## config.mk

```make
export PLATFORM = sky130hd
export DESIGN_NAME = sar_seq
export DESIGN_NICKNAME = d
export VERILOG_FILES = /design/src/rtl/sar_pkg.sv /design/src/rtl/sar_clkdiv.sv /design/src/rtl/sar_fsm.sv /design/src/rtl/sar_reg.sv /design/src/rtl/sar_seq.sv
export SDC_FILE = /design/constraint.sdc
export NUM_CORES = 1
export LEC_CHECK = 0
export BUFFER_PORTS_ARGS = -buffer_cell sky130_fd_sc_hd__buf_2
export CAP_MARGIN = 20
export CORE_MARGIN = 5
export CORE_UTILIZATION = 42
export DETAILED_ROUTE_END_ITERATION = 8
export GPL_TIMING_DRIVEN = 0
export PLACE_DENSITY = 0.61
export SLEW_MARGIN = 15
export SYNTH_ARGS = -nofsm -noshare
export SYNTH_HDL_FRONTEND = slang
export SYNTH_HIERARCHICAL = 1
export SYNTH_SLANG_ARGS = --single-unit
```

## constraint.sdc

```tcl
create_clock -name clk -period 3.1 [get_ports clk]
set_clock_uncertainty 0.15 [all_clocks]
set_input_delay 0.31 -clock clk [delete_from_list [all_inputs] [get_ports clk]]
set_output_delay 0.31 -clock clk [all_outputs]
set_load 0.005 [all_outputs]
```

## src/rtl/sar_pkg.sv

```systemverilog
package sar_pkg;
    typedef enum logic [1:0] {
        ST_IDLE  = 2'd0,
        ST_TRACK = 2'd1,
        ST_CONV  = 2'd2
    } seq_state_t;

    localparam logic [1:0] SRC_SW    = 2'd0;
    localparam logic [1:0] SRC_TIMER = 2'd1;
endpackage

```

## src/rtl/sar_clkdiv.sv

```systemverilog
module sar_clkdiv #(
    parameter int RATE_W    = 3,
    parameter int MAX_SHIFT = 4
) (
    input  logic              clk,
    input  logic              rst_n,
    input  logic [RATE_W-1:0] rate_sel,
    input  logic              restart,
    output logic              tick
);
    localparam int CNT_W = (MAX_SHIFT > 0) ? MAX_SHIFT : 1;

    logic [CNT_W-1:0]  cnt;
    logic [CNT_W-1:0]  limit;
    logic [RATE_W-1:0] rate_q;
    logic [RATE_W-1:0] shift;
    logic              rate_moved;

    always_comb begin
        if (rate_sel > RATE_W'(MAX_SHIFT))
            shift = RATE_W'(MAX_SHIFT);
        else
            shift = rate_sel;
        limit = CNT_W'((32'd1 << shift) - 32'd1);
    end

    assign rate_moved = (rate_sel != rate_q);
    assign tick       = (cnt == limit) && !rate_moved;

    always_ff @(posedge clk or negedge rst_n) begin
        if (!rst_n) begin
            cnt    <= '0;
            rate_q <= '0;
        end else begin
            rate_q <= rate_sel;
            if (restart || rate_moved || tick)
                cnt <= '0;
            else
                cnt <= cnt + 1'b1;
        end
    end
endmodule

```

## src/rtl/sar_fsm.sv

```systemverilog
module sar_fsm
    import sar_pkg::*;
#(
    parameter int RES_W      = 12,
    parameter int TRACK_CLKS = 3,
    parameter int CONV_CLKS  = 16
) (
    input  logic                     clk,
    input  logic                     rst_n,
    input  logic                     tick,
    input  logic                     trig,
    input  logic                     lp_track,
    input  logic                     standby,
    output logic                     busy,
    output logic                     sample,
    output logic                     sar_init,
    output logic                     bit_en,
    output logic [$clog2(RES_W)-1:0] bit_pos,
    output logic                     done
);
    localparam int STEP_W = $clog2(CONV_CLKS);
    localparam int POS_W  = $clog2(RES_W);

    seq_state_t        state, state_nx;
    logic [STEP_W-1:0] step, step_nx;
    logic              track_last;
    logic              conv_last;

    assign track_last = (step == STEP_W'(TRACK_CLKS - 1));
    assign conv_last  = (step == STEP_W'(CONV_CLKS - 1));

    always_ff @(posedge clk or negedge rst_n) begin
        if (!rst_n) begin
            state <= ST_IDLE;
            step  <= '0;
        end else begin
            state <= state_nx;
            step  <= step_nx;
        end
    end

    always_comb begin
        state_nx = state;
        step_nx  = step;
        unique case (state)
            ST_IDLE: begin
                step_nx = '0;
                if (trig)
                    state_nx = lp_track ? ST_TRACK : ST_CONV;
            end
            ST_TRACK: begin
                if (tick) begin
                    if (track_last) begin
                        state_nx = ST_CONV;
                        step_nx  = '0;
                    end else begin
                        step_nx = step + 1'b1;
                    end
                end
            end
            ST_CONV: begin
                if (tick) begin
                    if (conv_last) begin
                        state_nx = ST_IDLE;
                        step_nx  = '0;
                    end else begin
                        step_nx = step + 1'b1;
                    end
                end
            end
            default: begin
                state_nx = ST_IDLE;
                step_nx  = '0;
            end
        endcase
    end

    always_comb begin
        busy     = 1'b0;
        sample   = 1'b0;
        sar_init = 1'b0;
        bit_en   = 1'b0;
        done     = 1'b0;
        bit_pos  = POS_W'(RES_W - 1) - POS_W'(step);
        unique case (state)
            ST_IDLE: begin
                sample   = !lp_track && !standby;
                sar_init = trig && !lp_track;
            end
            ST_TRACK: begin
                busy     = 1'b1;
                sample   = !standby;
                sar_init = tick && track_last;
            end
            ST_CONV: begin
                busy   = 1'b1;
                bit_en = tick && (step < STEP_W'(RES_W));
                done   = tick && conv_last;
            end
            default: ;
        endcase
    end
endmodule

```

## src/rtl/sar_reg.sv

```systemverilog
module sar_reg #(
    parameter int RES_W = 12
) (
    input  logic                     clk,
    input  logic                     rst_n,
    input  logic                     sar_init,
    input  logic                     bit_en,
    input  logic [$clog2(RES_W)-1:0] bit_pos,
    input  logic                     cmp_in,
    input  logic                     load,
    output logic [RES_W-1:0]         trial,
    output logic [RES_W-1:0]         result
);
    localparam int POS_W = $clog2(RES_W);

    always_ff @(posedge clk or negedge rst_n) begin
        if (!rst_n) begin
            trial <= '0;
        end else if (sar_init) begin
            trial <= {1'b1, {(RES_W-1){1'b0}}};
        end else if (bit_en) begin
            trial[bit_pos] <= cmp_in;
            if (bit_pos != '0)
                trial[POS_W'(bit_pos - 1'b1)] <= 1'b1;
        end
    end

    always_ff @(posedge clk or negedge rst_n) begin
        if (!rst_n)
            result <= '0;
        else if (load)
            result <= trial;
    end
endmodule

```

## src/rtl/sar_seq.sv

```systemverilog
module sar_seq
    import sar_pkg::*;
#(
    parameter int RES_W      = 12,
    parameter int RATE_W     = 3,
    parameter int MAX_SHIFT  = 4,
    parameter int TRACK_CLKS = 3,
    parameter int CONV_CLKS  = 16
) (
    input  logic              clk,
    input  logic              rst_n,
    input  logic [RATE_W-1:0] rate_sel,
    input  logic [1:0]        start_src,
    input  logic              lp_track,
    input  logic              standby,
    input  logic              sw_start,
    input  logic              tmr_ovf,
    input  logic              cmp_in,
    input  logic              irq_en,
    input  logic              irq_clr,
    output logic              busy,
    output logic              irq_flag,
    output logic              irq_req,
    output logic              sample,
    output logic [RES_W-1:0]  dac_code,
    output logic [RES_W-1:0]  result
);
    localparam int POS_W = $clog2(RES_W);

    logic             trig;
    logic             tick;
    logic             sar_init;
    logic             bit_en;
    logic             done;
    logic [POS_W-1:0] bit_pos;

    always_comb begin
        unique case (start_src)
            SRC_SW:    trig = sw_start;
            SRC_TIMER: trig = tmr_ovf;
            default:   trig = sw_start || tmr_ovf;
        endcase
    end

    sar_clkdiv #(
        .RATE_W   (RATE_W),
        .MAX_SHIFT(MAX_SHIFT)
    ) u_div (
        .clk     (clk),
        .rst_n   (rst_n),
        .rate_sel(rate_sel),
        .restart (trig && !busy),
        .tick    (tick)
    );

    sar_fsm #(
        .RES_W     (RES_W),
        .TRACK_CLKS(TRACK_CLKS),
        .CONV_CLKS (CONV_CLKS)
    ) u_fsm (
        .clk     (clk),
        .rst_n   (rst_n),
        .tick    (tick),
        .trig    (trig),
        .lp_track(lp_track),
        .standby (standby),
        .busy    (busy),
        .sample  (sample),
        .sar_init(sar_init),
        .bit_en  (bit_en),
        .bit_pos (bit_pos),
        .done    (done)
    );

    sar_reg #(
        .RES_W(RES_W)
    ) u_sar (
        .clk     (clk),
        .rst_n   (rst_n),
        .sar_init(sar_init),
        .bit_en  (bit_en),
        .bit_pos (bit_pos),
        .cmp_in  (cmp_in),
        .load    (done),
        .trial   (dac_code),
        .result  (result)
    );

    always_ff @(posedge clk or negedge rst_n) begin
        if (!rst_n)
            irq_flag <= 1'b0;
        else if (done)
            irq_flag <= 1'b1;
        else if (irq_clr)
            irq_flag <= 1'b0;
    end

    assign irq_req = irq_flag && irq_en;
endmodule

```

Word-level counts from Yosys, hierarchy flattened
Cells that the tools add are included.
{"block": "op_classes", "n_addsub": 5, "n_lt_le_gt_ge": 6, "eq_ne": 12, "n_shift": 1, "mux": 30, "bitwise_logic": 1, "reduce_logical": 25}
{"operator": "12-bit 2-to-1 mux", "count": 3}
{"operator": "4-bit 2-to-1 mux", "count": 5}
{"operator": "12-bit bitwise mux", "count": 1}
{"operator": "2-bit 2-to-1 mux", "count": 6}
{"operator": "12-bit bitwise OR", "count": 1}
{"operator": "1-bit logical AND", "count": 10}
{"operator": "4-bit by 5-bit < comparator with 1-bit output, second input constant", "count": 2}
{"operator": "4-bit by 1-bit adder with 4-bit output, second input constant", "count": 2}
{"operator": "1-bit demux with 4-bit select", "count": 2}
{"operator": "4-bit by 1-bit >= comparator with 1-bit output, second input constant", "count": 2}
{"operator": "4-bit one-hot mux with 2 select lines", "count": 1}
{"operator": "4-bit by 1-bit subtractor with 4-bit output, second input constant", "count": 2}
{"operator": "1-bit 2-to-1 mux", "count": 7}
{"operator": "2-bit inequality test, second input constant", "count": 3}
{"operator": "1-bit one-hot mux with 2 select lines", "count": 3}
{"operator": "2-bit one-hot mux with 3 select lines", "count": 1}
{"operator": "5-bit AND reduction", "count": 1}
{"operator": "2-bit by 1-bit == test with 1-bit output, second input constant", "count": 2}
{"operator": "4-bit by 2-bit == test with 1-bit output, second input constant", "count": 1}
{"operator": "4-bit == test", "count": 1}
{"operator": "4-bit == test, second input constant", "count": 1}
{"operator": "1-bit zero test", "count": 4}
{"operator": "2-bit zero test", "count": 2}
{"operator": "4-bit < comparator, second input constant", "count": 1}
{"operator": "12 further kinds", "count": 16}
{"block": "totals", "register_bits": 38, "inputBits": 14, "out_inout_bits": 28, "elab_cells": 87}

Longest topological paths before layout
{"block": "depth", "ltp_word": 10, "mapped_depth": 11, "ltp_nobuf": 10}

By module
Netlist, hierarchy kept.
{"mod": "sar_reg", "instances": 1, "cells_each": 97, "area_each_um2": 1159.9, "seq_area_each_um2": 600.6}
{"mod": "sar_fsm", "instances": 1, "cells_each": 57, "area_each_um2": 480.5, "seq_area_each_um2": 150.1}
{"mod": "sar_clkdiv", "instances": 1, "cells_each": 33, "area_each_um2": 391.6, "seq_area_each_um2": 175.2}
{"mod": "sar_seq", "instances": 1, "cells_each": 9, "area_each_um2": 85.1, "seq_area_each_um2": 25.0}

Worst setup path before layout
Ideal clock, no wire load.
{"block": "synth_path", "path_kind": "flip-flop to flip-flop", "start": "register u_div.cnt[2]", "end": "register u_sar.trial[11]", "setup_ps": 126, "t_arrival_ps": 1991, "required_ps": 2824, "path_slack_ps": 832, "path_stages_with_launch": 10, "path_buffers": 1, "synth_period_minus_slack_ps": 2268, "cell_sequence": "dfrtp_1 and3b_2 o31ai_4 and3b_2 nand2_1 nor2_1 clkbuf_8 nand3b_1 o21a_1 a311o_1"}
{"block": "synth_between", "elab_chain_len": 5, "elab_cells_between_ends": 8, "cone_classes": "1 x eq/ne; 3 x mux; 4 x reduce/logical"}
{"element": "start, declared", "line_no": "sar_clkdiv.sv:13", "text": "logic [CNT_W-1:0] cnt;"}
{"element": "start signal, assigned", "line_no": "sar_clkdiv.sv:39", "text": "cnt <= cnt + 1'b1;"}
{"element": "4-bit == test", "line_no": "sar_clkdiv.sv:28", "text": "assign tick = (cnt == limit) && !rate_moved;"}
{"element": "1-bit logical AND", "line_no": "sar_clkdiv.sv:28"}
{"element": "via tick", "line_no": "sar_seq.sv:31", "text": "logic tick;"}
{"element": "1-bit logical AND", "line_no": "sar_fsm.sv:97", "text": "bit_en = tick && (step < STEP_W'(RES_W));"}
{"element": "1-bit 2-to-1 mux", "line_no": "sar_fsm.sv:85", "text": "unique case (state)"}
{"element": "via bit_en", "line_no": "sar_seq.sv:33", "text": "logic bit_en;"}
{"element": "2-bit nonzero test (no source line)"}
{"element": "end signal, assigned", "line_no": "sar_reg.sv:20", "text": "trial <= {1'b1, {(RES_W-1){1'b0}}};"}
{"element": "end signal, assigned by index", "line_no": "sar_reg.sv:22", "text": "trial[bit_pos] <= cmp_in;"}
{"element": "end, declared", "line_no": "sar_reg.sv:11", "text": "output logic [RES_W-1:0] trial,"}
The timed path passes the listed nets, and every way through them passes these cells.
A chain may end at the register's enable or synchronous reset.

Final worst setup path
{"block": "layout_path", "start": "register u_div.cnt[2]", "end": "register u_sar.trial[1]"}
{"block": "layout_between", "elab_chain_len": 5, "elab_cells_between_ends": 8, "cone_classes": "1 x eq/ne; 3 x mux; 4 x reduce/logical"}
{"element": "4-bit == test (*)", "line_no": "sar_clkdiv.sv:28"}
{"element": "1-bit logical AND (*)", "line_no": "sar_clkdiv.sv:28"}
{"element": "via tick", "line_no": "sar_seq.sv:31"}
{"element": "1-bit logical AND (*)", "line_no": "sar_fsm.sv:93", "text": "sar_init = tick && track_last;"}
{"element": "1-bit one-hot mux with 2 select lines (*)", "line_no": "sar_fsm.sv:85"}
{"element": "via sar_init", "line_no": "sar_seq.sv:32", "text": "logic sar_init;"}
{"element": "12-bit 2-to-1 mux or 2-bit nonzero test (tied branches)"}
Mark *: on every way through the listed nets, which the timed path passes. The rest lies on a longest branch.

==> metrics.yaml <==
run_status:
  status: "complete, no violations"
setup_path:
  reg2reg_from: "u_div/cnt[2]"
  crit_path_end_kind: "register"
  arrival_ns: 2.64
  cp_common_cell: "and3b_2"
  max_stage_delay_ns: 0.48
  critPathRequiredTime_ns: 3.11
  crit_chain: "and3b_2 -> o31ai_4 -> and3b_2 -> nand2_1 -> o21ai_0 -> dlygate4sd1_1 -> a311oi_1"
  rr_endpoint: "u_sar/trial[1]"
  r2r_slack_ns: 0.47
  setup.worst_path.class: "reg2reg"
  startpoint_type: "register"
  worstRegToRegCells: 7
  critical_path.max_fanout: 10
  critPathSlowestCell: "dlygate4sd1_1"
cts:
  cts_sinks: 38
  path_clk_slew_ns: 0.07
  clkLatencyLatePin_ns: 0.29
  clockBufferDepth: 2
  root_buffer: "clkbuf_8"
  numCtsBuffers: 5
  h-tree-depth: 2
  cts_tree: "yes"
synth:
  avgSynthCellArea_um2: 10.8
  yosys_warnings: 6
  seq_area_frac_synth_pct: 44.9
  synth_edf_count: 0
  ys_ff_latch: 38
  synthFlopType: "dfrtp_1"
  syn_nets: 218
  synth_cells: 196
  ys_async_sr_fraction_pct: 100
  syn_area_um2: 2120
  ys_types: 60
pwr:
  p_int_w: 0.000871
  ir_worst_vdd_mv: 0.380
  p_clk_share_pct: 27.1
  leakage_nw: 1.24
  p_sw_share_pct: 34.3
  power.net_switching_w: 0.000455
  seqPwrFrac_pct: 41.1
  combPwrFrac_pct: 31.8
  p_per_area_nw_per_um2: 528
die:
  num_rows: 25
  start_util_pct: 43.9
  die_w_um: 81.0
  die-area_um2: 6560
  die_h_um: 81.0
  io_pins: 42
  core_um2: 4820
grt:
  grt_pass1_vias: 1554
  grt_max_degree: 39
  grt_pass1_wl_mm: 7.38
  antenna_found_initial: 0
  grt_usage_pct: 14.7
  gr-total-overflow: 0
timing:
  report.final.slew_viol_count: 0
  fin_hold_ws_ns: 0.0352
  rsz0062_at_grt: "no"
  fin_ws_ns: 0.471
  period_minus_slack_ns: 2.63
  worstMarginPinSlew_ns: 0.848
  fin_setup_tns_ns: 0
  max_freq_mhz: 380
  hold_violations: 0
  finalSetupViolations: 0
  slew_headroom_pct: 43.4
  min_period_over_period_pct: 84.8
placed_design:
  placedCellCount: 304
  dpl-instance-area_um2: 2410
  dp_hpwl_mm: 3.22
  preCtsSetupSlack_ns: 0.453
  io_buffers: 41
  gp_congestion: 0.808
routing:
  avgRoutedWirePerCell_um: 14.2
  drcViolationCount: 0
  drt_wl_total_mm: 4.45
  routed_via_density: 5.26
  drtAntennaViolNets: 0
  dr_total_vias: 1645
  drt-initial-drc-count: 117
  firstDrtPassIters: 4
hold_path:
  hp-class: "in2reg"
  hold_end: "u_div/rate_q[1]"
  holdPathStages: 1
  min_from: "rate_sel[1]"
layout:
  syn_to_final_growth_pct: 18.6
  nets: 267
  mostFrequentLayoutCells: "buf_2, dfrtp_1, nor2_1"
  drive_gt1_share_pct: 35.0
  mostFrequentLayoutCell: "buf_2"
  final_cells: 313
  fin_area_um2: 2510
  num_antenna_cells: 0
job:
  maxCapViolations: 0
-- flip-flops by register name, summed over array words and instances, names as in the netlist --
| name | flops |
|---|---|
| u_fsm/step | 4 |
| u_div/cnt | 4 |
| u_sar/result | 12 |
| u_sar/trial | 12 |
| irq_flag | 1 |
| u_div/rate_q | 3 |
| u_fsm/state | 2 |
-- cell type report --
type / count / area (um^2)
Inverter: 13 / 48.8
Tap cell: 67 / 83.8
Buffer: 8 / 72.6
Clock inverter: 2 / 12.5
Sequential cell: 38 / 951
Clock buffer: 6 / 82.6
Multi-Input combinational cell: 137 / 1040
Timing Repair Buffer: 42 / 215
Fill cell: 470 / 2310
-- synthesized netlist by cell type, types with 2 or more instances --
cell / instances / area [um^2]
dfrtp_1: 38 / 951
nor2_1: 15 / 56.3
mux2_2: 12 / 135
a21oi_1: 11 / 55.1
inv_1: 11 / 41.3
nand2_1: 10 / 37.5
ha_1: 8 / 100
a311oi_1: 6 / 52.6
nor3_1: 6 / 30.0
a31oi_1: 4 / 25.0
nand3_1: 4 / 20.0
o21ai_0: 4 / 20.0
xnor2_1: 4 / 35.0
a21o_1: 3 / 22.5
and2_1: 3 / 18.8
buf_4: 3 / 22.5
o21ai_2: 3 / 26.3
or3_1: 3 / 18.8
a2111oi_1: 2 / 20.0
and3b_2: 2 / 20.0
buf_6: 2 / 22.5
inv_2: 2 / 7.51
mux2i_1: 2 / 20.0
nand2b_1: 2 / 12.5
-- layer usage --
layer,track usage [%],share of wire [%],up-vias
li1,-,-,812
met4,6.08,1.9,0
met1,19.3,48,776
met5,0,0,-
met2,22.9,44,50
met3,3.99,5.9,7
-- how the worst max path moves through the flow --
| stage | start | end | slack (ns) |
|---|---|---|---|
| detailed placement | rate_sel[2] | u_sar/result[5] | 0.45 |
| finish | u_div/cnt[2] | u_sar/trial[1] | 0.47 |
| floorplan | u_div/cnt[2] | u_sar/trial[11] | 0.83 |
| CTS | u_div/cnt[2] | u_sar/result[5] | 0.49 |
| global placement | rate_sel[2] | u_sar/trial[3] | 0.45 |
| global route | u_div/cnt[2] | u_sar/trial[9] | 0.30 |
-- timing repair --
action,4_1_cts,5_1_grt
hold endpoints to repair,1,0
hold buffers,1,0
setup buffers,0,0
gates resized for setup,0,0
-- critical path: cells and delay by family, from the launching register on --
family,cells,cell delay [ns]
AOI/OAI and AO/OA,3,0.83
and+or+nand+nor,3,0.58
buffers and inverters,1,0.48
DFF,1,0.46
-- metrics by stage --
step                utilization, %  power [W]
floorplan                        -   0.000862
global placement              49.9   0.000976
detailed placement            49.9   0.000976
CTS                           52.1    0.00134
global route                  52.1    0.00142
finish                        52.1    0.00133
-- power by group through the flow --
stage | registers (W) | logic [W] | clock network, W
after global placement | 0.000554 | 0.000422 | 0
after detailed placement | 0.000555 | 0.000421 | 0
after CTS | 0.000546 | 0.000424 | 0.000371
after floorplan | 0.000551 | 0.000310 | 0
final | 0.000545 | 0.000422 | 0.000359
after global routing | 0.000549 | 0.000476 | 0.000397
-- cell families (layout without fill, tap and decap cells) --
group                    after synthesis  in the layout  share of synthesized area [%]
AND/OR/NAND/NOR                       61             61                           17.3
AO/OA/AOI/OAI                         49             49                           18.0
flip-flops                            38             38                           44.9
buffers and inverters                 21             71                           5.73
multiplexers                          14             14                           7.33
adder cells (fa/ha/maj)                8              8                           4.73
XOR/XNOR                               5              5                           2.07
Power figures use the tool's default switching activity.
